===== config.mk =====
export PLATFORM = sky130hd
export DESIGN_NAME = adc_offset_corrector
export DESIGN_NICKNAME = d
export VERILOG_FILES = /design/src/rtl/adc_ofs_pkg.sv /design/src/rtl/ofs_write_port.sv /design/src/rtl/ofs_snapshot.sv /design/src/rtl/ofs_result_former.sv /design/src/rtl/adc_offset_corrector.sv
export SDC_FILE = /design/constraint.sdc
export NUM_CORES = 1
export LEC_CHECK = 0
export ABC_AREA = 1
export BUFFER_PORTS_ARGS = -buffer_cell sky130_fd_sc_hd__buf_2
export CORE_ASPECT_RATIO = 1.1
export CORE_MARGIN = 2
export CORE_UTILIZATION = 51
export CTS_BUF_LIST = sky130_fd_sc_hd__clkbuf_2
export DETAILED_ROUTE_END_ITERATION = 10
export PLACE_DENSITY_LB_ADDON = 0.3
export SYNTH_ARGS = -nofsm -noshare
export SYNTH_HDL_FRONTEND = slang
export SYNTH_HIERARCHICAL = 1
export SYNTH_SLANG_ARGS = --single-unit

===== constraint.sdc =====
create_clock -name clk -period 1.9 [get_ports clk]
set_input_delay 0.38 -clock clk [delete_from_list [all_inputs] [get_ports clk]]
set_output_delay 0.38 -clock clk [all_outputs]
set_load 0.02 [all_outputs]

===== src/rtl/adc_ofs_pkg.sv =====
package adc_ofs_pkg;
  localparam int RAW_W     = 12;
  localparam int OUT_W     = RAW_W + 1;
  localparam int OFS_W     = 10;
  localparam int OFS_LIMIT = 327;
  localparam int SUM_W     = RAW_W + 2;

  // true when the write word has zero pad bits and an in-range offset
  function automatic logic ofs_word_ok(input logic [OUT_W-1:0] w);
    logic signed [OFS_W-1:0] v;
    v = $signed(w[OFS_W-1:0]);
    return (w[OUT_W-1:OFS_W] == '0) &&
           (v >= -OFS_LIMIT) && (v <= OFS_LIMIT);
  endfunction

  // raw code plus signed offset, widened so no value can wrap
  function automatic logic signed [SUM_W-1:0] add_ofs(
      input logic [RAW_W-1:0] raw, input logic signed [OFS_W-1:0] ofs);
    logic signed [SUM_W-1:0] r;
    logic signed [SUM_W-1:0] o;
    r = $signed({2'b00, raw});
    o = $signed({{(SUM_W-OFS_W){ofs[OFS_W-1]}}, ofs});
    return r + o;
  endfunction

  // final output word for either format
  function automatic logic [OUT_W-1:0] form_word(
      input logic signed [SUM_W-1:0] s, input logic clip);
    logic signed [SUM_W-1:0] top;
    top = $signed({2'b00, {RAW_W{1'b1}}});
    if (!clip)
      return s[OUT_W-1:0];
    else if (s > top)
      return {1'b1, {RAW_W{1'b1}}};
    else if (s < 0)
      return {1'b1, {RAW_W{1'b0}}};
    else
      return {1'b0, s[RAW_W-1:0]};
  endfunction
endpackage


===== src/rtl/ofs_write_port.sv =====
module ofs_write_port
  import adc_ofs_pkg::*;
(
  input  logic                    clk,
  input  logic                    rst_n,
  input  logic                    cs_n,
  input  logic                    stb,
  input  logic [OUT_W-1:0]        din,
  output logic signed [OFS_W-1:0] ofs_q,
  output logic                    err
);
  logic stb_q;
  logic wr_fire;
  logic wr_ok;
  logic wr_reject;

  assign wr_fire   = stb_q && !stb && !cs_n;
  assign wr_ok     = ofs_word_ok(din);
  assign wr_reject = wr_fire && !wr_ok;

  always_ff @(posedge clk or negedge rst_n) begin
    if (!rst_n) begin
      stb_q <= 1'b0;
      ofs_q <= '0;
      err   <= 1'b0;
    end else begin
      stb_q <= stb;
      err   <= wr_reject;
      if (wr_fire && wr_ok)
        ofs_q <= $signed(din[OFS_W-1:0]);
    end
  end

  // stored offset never leaves the legal window
  a_r1_ofs_in_range: assert property (@(posedge clk) disable iff (!rst_n)
    (ofs_q >= -OFS_LIMIT) && (ofs_q <= OFS_LIMIT));
  // a refused write leaves the register untouched
  a_r2_reject_holds: assert property (@(posedge clk) disable iff (!rst_n)
    wr_reject |=> $stable(ofs_q));
  // error pulse lasts a single cycle
  a_r2_err_one_cycle: assert property (@(posedge clk) disable iff (!rst_n)
    err |=> !err);
  // without a selected strobe fall the register holds
  a_r3_idle_holds: assert property (@(posedge clk) disable iff (!rst_n)
    !wr_fire |=> $stable(ofs_q));
endmodule


===== src/rtl/ofs_snapshot.sv =====
module ofs_snapshot
  import adc_ofs_pkg::*;
(
  input  logic                    clk,
  input  logic                    rst_n,
  input  logic                    start,
  input  logic signed [OFS_W-1:0] ofs_in,
  output logic signed [OFS_W-1:0] ofs_act
);
  always_ff @(posedge clk or negedge rst_n) begin
    if (!rst_n)
      ofs_act <= '0;
    else if (start)
      ofs_act <= ofs_in;
  end

  // offset in use changes only at a conversion start
  a_r5_hold_between: assert property (@(posedge clk) disable iff (!rst_n)
    !start |=> $stable(ofs_act));
  a_r5_take_on_start: assert property (@(posedge clk) disable iff (!rst_n)
    start |=> (ofs_act == $past(ofs_in)));
endmodule


===== src/rtl/ofs_result_former.sv =====
module ofs_result_former
  import adc_ofs_pkg::*;
(
  input  logic                    clk,
  input  logic                    rst_n,
  input  logic [RAW_W-1:0]        raw,
  input  logic                    raw_valid,
  input  logic signed [OFS_W-1:0] ofs,
  input  logic                    clip_en,
  output logic [OUT_W-1:0]        word,
  output logic                    valid
);
  logic signed [SUM_W-1:0] sum;
  logic [OUT_W-1:0]        next_word;

  assign sum       = add_ofs(raw, ofs);
  assign next_word = form_word(sum, clip_en);

  always_ff @(posedge clk or negedge rst_n) begin
    if (!rst_n) begin
      word  <= '0;
      valid <= 1'b0;
    end else begin
      valid <= raw_valid;
      if (raw_valid)
        word <= next_word;
    end
  end

  // one result per strobe, exactly one cycle later
  a_r6_latency: assert property (@(posedge clk) disable iff (!rst_n)
    raw_valid |=> valid);
  a_r6_no_spurious: assert property (@(posedge clk) disable iff (!rst_n)
    !raw_valid |=> !valid);
  // a flagged clipped word is saturated to one end
  a_r8_clip_shape: assert property (@(posedge clk) disable iff (!rst_n)
    (raw_valid && clip_en) |=>
      (!word[OUT_W-1] || word[RAW_W-1:0] == '1 || word[RAW_W-1:0] == '0));
endmodule


===== src/rtl/adc_offset_corrector.sv =====
module adc_offset_corrector
  import adc_ofs_pkg::*;
(
  input  logic             clk,
  input  logic             rst_n,
  input  logic             conv_start,
  input  logic [RAW_W-1:0] raw_code,
  input  logic             raw_valid,
  input  logic             wr_cs_n,
  input  logic             wr_strobe,
  input  logic [OUT_W-1:0] wr_data,
  input  logic             clip_en,
  output logic [OUT_W-1:0] out_word,
  output logic             out_valid,
  output logic             wr_err
);
  logic signed [OFS_W-1:0] ofs_stored;
  logic signed [OFS_W-1:0] ofs_active;

  ofs_write_port u_wr (
    .clk   (clk),
    .rst_n (rst_n),
    .cs_n  (wr_cs_n),
    .stb   (wr_strobe),
    .din   (wr_data),
    .ofs_q (ofs_stored),
    .err   (wr_err)
  );

  ofs_snapshot u_snap (
    .clk     (clk),
    .rst_n   (rst_n),
    .start   (conv_start),
    .ofs_in  (ofs_stored),
    .ofs_act (ofs_active)
  );

  ofs_result_former u_form (
    .clk       (clk),
    .rst_n     (rst_n),
    .raw       (raw_code),
    .raw_valid (raw_valid),
    .ofs       (ofs_active),
    .clip_en   (clip_en),
    .word      (out_word),
    .valid     (out_valid)
  );

  // an error never coincides with a result from an unrelated edge
  a_r2_err_needs_write: assert property (@(posedge clk) disable iff (!rst_n)
    wr_err |-> $past(!wr_strobe && !wr_cs_n));
endmodule


Word-level counts from Yosys, hierarchy flattened
Index checks and enable logic that the tools add are counted. Widths: inputs -> output; s select.

Flip-flop bits (word level): 36. Output and inout port bits: 15. Word-level logic and storage cells: 24.

$add $sub $neg: 1. Magnitude comparators: 4. Muxes and demuxes: 3. Reductions and logical operators: 10.

Operators by type and width (number): $mux 13 (3); $add 13x10->14 (1); $gt 14x13->1 const B (1); $lt 14x1->1 const B (1); $ge 10x10->1 const B (1); $le 10x10->1 const B (1); $logic_and 1x1->1 (6); $logic_not 1->1 (3); $logic_not 3->1 (1).

Logic depth before layout (Yosys ltp)
Word-level depth: 5. Depth in mapped cells: 13. Gate-level depth less buffers: 12.

Hierarchy
The synthesis kept the hierarchy.

Modules (own cells, without submodules): ofs_result_former (times used 1, cells each 207, area an instance 1425.1 um^2, sequential area each 350.3 um^2); ofs_write_port (times used 1, cells each 72, area an instance 598.1 um^2, sequential area each 300.3 um^2); ofs_snapshot (times used 1, cells each 42, area an instance 377.9 um^2, sequential area each 250.2 um^2).

Least setup slack after synthesis
No wires, ideal clock.

Path type: input port to flip-flop. Start: input port raw_code[0]. End: register u_form.word[5]. Library setup time: 0.117 ns. Arrival: 1.769 ns. Required time: 1.783 ns. Slack: 0.013 ns. Cell stages on the path: 12. Cell sequence: ha_1 inv_1 fa_1 o21ai_4 nand2_2 nand3_2 nand2_2 nand3_4 buf_8 nand2_2 nand3_1 nand2_1.

Word-level cells in the longest chain between the ends: 5. Elaborated cells between the ends (all ways): 6. Classes of those cells: add/sub: 1; order compare: 2; mux: 3.

RTL lines: start: declaration (RTL line adc_offset_corrector.sv:7) `input logic [RAW_W-1:0] raw_code,`; $add 13x10->14 * (RTL line adc_ofs_pkg.sv:23) `return r + o;`; $lt 14x1->1 (RTL line adc_ofs_pkg.sv:35) `else if (s < 0)`; $mux 13 (RTL line adc_ofs_pkg.sv:35); $mux 13 (RTL line adc_ofs_pkg.sv:33) `else if (s > top)`; $mux 13 * (RTL line adc_ofs_pkg.sv:31) `if (!clip)`; end signal: assignment (RTL line ofs_result_former.sv:26) `word <= next_word;`; end: declaration (RTL line ofs_result_former.sv:10) `output logic [OUT_W-1:0] word,`.

Mark *: on every way between the ends. The rest lies on a longest branch, timed or not. A chain may end at the register's enable or synchronous reset.

Worst setup path in the final report
Start: register u_snap.ofs_act[0]. End: register u_form.word[9].

Word-level cells in the longest chain between the ends: 5. Elaborated cells between the ends (all ways): 6. Classes of those cells: add/sub: 1; order compare: 2; mux: 3.

RTL lines: start: declaration (RTL line ofs_snapshot.sv:8) `output logic signed [OFS_W-1:0] ofs_act`; start signal: assignment (RTL line ofs_snapshot.sv:14) `ofs_act <= ofs_in;`; $add 13x10->14 * (RTL line adc_ofs_pkg.sv:23); $lt 14x1->1 (RTL line adc_ofs_pkg.sv:35); $mux 13 (RTL line adc_ofs_pkg.sv:35); $mux 13 (RTL line adc_ofs_pkg.sv:33); $mux 13 * (RTL line adc_ofs_pkg.sv:31).

Marks and branches as above.

==> metrics.csv <==
stage,metric,value,unit
clock_network,htreeDepth,2,
routing,drt_iter0_markers,74,
clock_network,cts.sinks,36,
yosys,yosys_warnings,6,
global_route,grt_util_all_layers,19.2,%
yosys,synth_compound_area_share,3.96,%
timing,skew,0.0279,ns
critical_path,setup.worst_path.start_class,flip-flop,
timing,post-route-min-period,1.88,ns
routing,wl_per_cell,11.3,um
yosys,synthMuxAreaShare,0,%
global_route,grt_antenna_before_repair,0,
critical_path,path_class,flip-flop to flip-flop,
yosys,synth_top_family_by_area,simple AND/OR/NAND/NOR gates,
finish,final_core_utilization,64.7,%
routing,dr.pass1.iters,4,
timing,final-setup-viol-count,0,
routing,antenna_left,0,
status,status,completed,
finish,antenna_cells,0,
critical_path,critical_path.slowest_cell,dfrtp_1,
timing,fin_crit_sh,98.8,%
critical_path,cpPeakStageDelay,0.42,ns
floorplan,die-area,0.00527,mm2
timing,hold_viol,0,
timing,max_clock_freq,0.533,GHz
hold_path,hp-class,input port to asynchronous set/reset pin,
yosys,ys_ff_latch,36,
clock_network,cts_tree,done,
clock_network,cts_root_buf,clkbuf_2,
critical_path,path_depth,11,
clock_network,clockBufferDepth,2,
job,drv_cap,0,
floorplan,fp.coreArea,0.00459,mm2
critical_path,path_max_fanout,6,
floorplan,ios,47,
power,power_density,877,mW/mm2
yosys,synthSimpleGateAreaFrac,39.9,%
global_route,overflow,0,
critical_path,worst-path-buf-inv,1,
floorplan,rows,26,
critical_path,arrival,2.19,ns
finish,drive_above_1_share,32.9,%
place,dp_hpwl,3870,um
yosys,avgSynthCellArea,7.48,um2
routing,drc,0,
timing,worstMarginPinSlew,0.776,ns
critical_path,crit_chain,"ha_2, inv_2, fa_2, o21ai_4, nand2_2, nand3_2, nand2_4, nand3_4, nand2_2, nand3_2, nand2_1",
clock_network,clk_pin_slew,0.22,ns
yosys,yosysSeqAreaShare,37.5,%
floorplan,die_h,76.0,um
yosys,synth_xor_area_share,2.55,%
clock_network,cts_buffers,5,
floorplan,fp.dieW,69.4,um
finish,nNetsFinal,437,
timing,slew-limit-headroom,48.3,%
yosys,mappedNetlistNets,367,
finish,syn_to_final_growth,23.6,%
routing,wirelength,5080,um
power,ir_drop,335,uV
yosys,ys_types,34,
global_route,grt_pass1_wl,8390,um
critical_path,cp_top_family,adder cells,
yosys,syn_inst,321,
place,port-buffer-count,46,
timing,rsz0062_at_grt,yes,
clock_network,hold_buffers,0,
clock_network,clock_latency,0.40,ns
routing,vias,2240,
routing,viasPerCell,5.00,
global_route,grt_max_degree,37,
floorplan,initial_core_util,52.3,%
global_route,grt_pass1_vias,2036,
critical_path,end_kind,flip-flop,
yosys,synth_fa_ha_area_share,7.61,%
timing,hold_ws,0.0201,ns
critical_path,critical_path_required,2.21,ns
critical_path,r2r.worst_path.cells,11,
yosys,syn_area,0.00240,mm2
timing,finalMaxSlewViolations,0,
place,gp_congestion,0.839,
power,p_leak,1.70,nW
==> worst paths after layout <==
kind                                        start           endpoint  slack, ns
min in group clk                        wr_strobe         u_wr/stb_q       0.08
worst min-delay path                        rst_n  u_snap/ofs_act[0]       0.02
worst max register to register  u_snap/ofs_act[0]     u_form/word[9]       0.02
worst max-delay path            u_snap/ofs_act[0]     u_form/word[9]       0.02
max in group asynchronous                   rst_n  u_snap/ofs_act[8]       1.37
worst min register to register  u_snap/ofs_act[7]  u_snap/ofs_act[7]       0.50
==> logic make-up (layout without fill, tap and decap cells) <==
kind of cell	Yosys count	after routing
compound gates	12	12
fa+ha+maj	14	14
buf+inv	44	113
simple gates	208	210
flops	36	36
xor+xnor	7	7
==> final cells by class <==
type	instances	area, um2
Fill cell	415	1620
Inverter	36	135
Clock inverter	3	23.8
Multi-Input combinational cell	243	1410
Clock buffer	5	25.0
Sequential cell	36	901
Tap cell	56	70.1
Timing Repair Buffer	69	403
==> metal layers <==
metal,global-route usage [%],share of wire [%],vias to the layer above
met1,20.9,40,1026
met3,4.39,4.1,4
met5,0,0,-
met4,4.71,0.69,0
met2,37.1,55,50
li1,-,-,1160
==> worst register-to-register path: stages (launching register included) <==
cell,delay (ns)
dfrtp_1,0.42
ha_2,0.19
inv_2,0.04
fa_2,0.39
o21ai_4,0.17
nand2_2,0.10
nand3_2,0.09
nand2_4,0.08
nand3_4,0.14
nand2_2,0.07
nand3_2,0.06
nand2_1,0.05
==> Yosys cell counts, drive strengths merged <==
library cell | n | area [um2]
nand3 | 23 | 148
inv | 35 | 131
buf | 6 | 57.5
xor2 | 4 | 35.0
fa | 1 | 20.0
nor2 | 18 | 70.1
xnor2 | 3 | 26.3
a21boi | 1 | 7.51
and2 | 1 | 8.76
nor3b | 1 | 12.5
a21oi | 9 | 63.8
nand3b | 2 | 15.0
nand2 | 147 | 597
or2 | 2 | 12.5
o21bai | 1 | 7.51
o21ai | 1 | 16.3
clkbuf | 2 | 11.3
nand4 | 14 | 93.8
ha | 13 | 163
dfrtp | 36 | 901
clkinv | 1 | 3.75
==> sequential cells by signal (all words and copies together) (netlist names) <==
signal,flops
u_form/word,13
u_form/valid,1
u_wr/err,1
u_wr/stb_q,1
u_snap/ofs_act,10
u_wr/ofs_q,10
==> metrics by stage <==
stage	area, um2	TNS (ns)	worst slack (ns)	cells	power, W
final	2970	0	0.0222	448	0.00260
after global routing	2970	-0.549	-0.0695	448	0.00279
after CTS	2860	0	0.0258	444	0.00255
after detailed placement	2780	-1.44	-0.128	434	0.00215
after global placement	2780	-0.640	-0.0652	434	0.00211
after floorplan	2400	0	0.0134	321	0.00179
==> where the power goes <==
| part | internal, W | switching (W) |
|---|---|---|
| Clock | 0.0000915 | 0.000283 |
| Sequential | 0.000920 | 0.0000830 |
| Combinational | 0.000513 | 0.000712 |
==> cells in the final DEF (no fill, tap or decap), types with 7 or more instances in the layout <==
cell / n
nand2_1: 128
inv_1: 28
inv_2: 7
ha_1: 9
nand2_2: 18
dfrtp_1: 36
buf_4: 23
nor2_1: 17
buf_2: 46
nand4_1: 13
nand3_2: 7
nand3_1: 14
==> timing repair <==
item / in CTS / in global routing
pin swaps: 0 / 9
cloned: 1 / 1
buffers inserted: 1 / 3
setup endpoints to repair: 12 / 13
gates resized for setup: 3 / 16
Note: power is estimated with default switching activity, not from simulation.
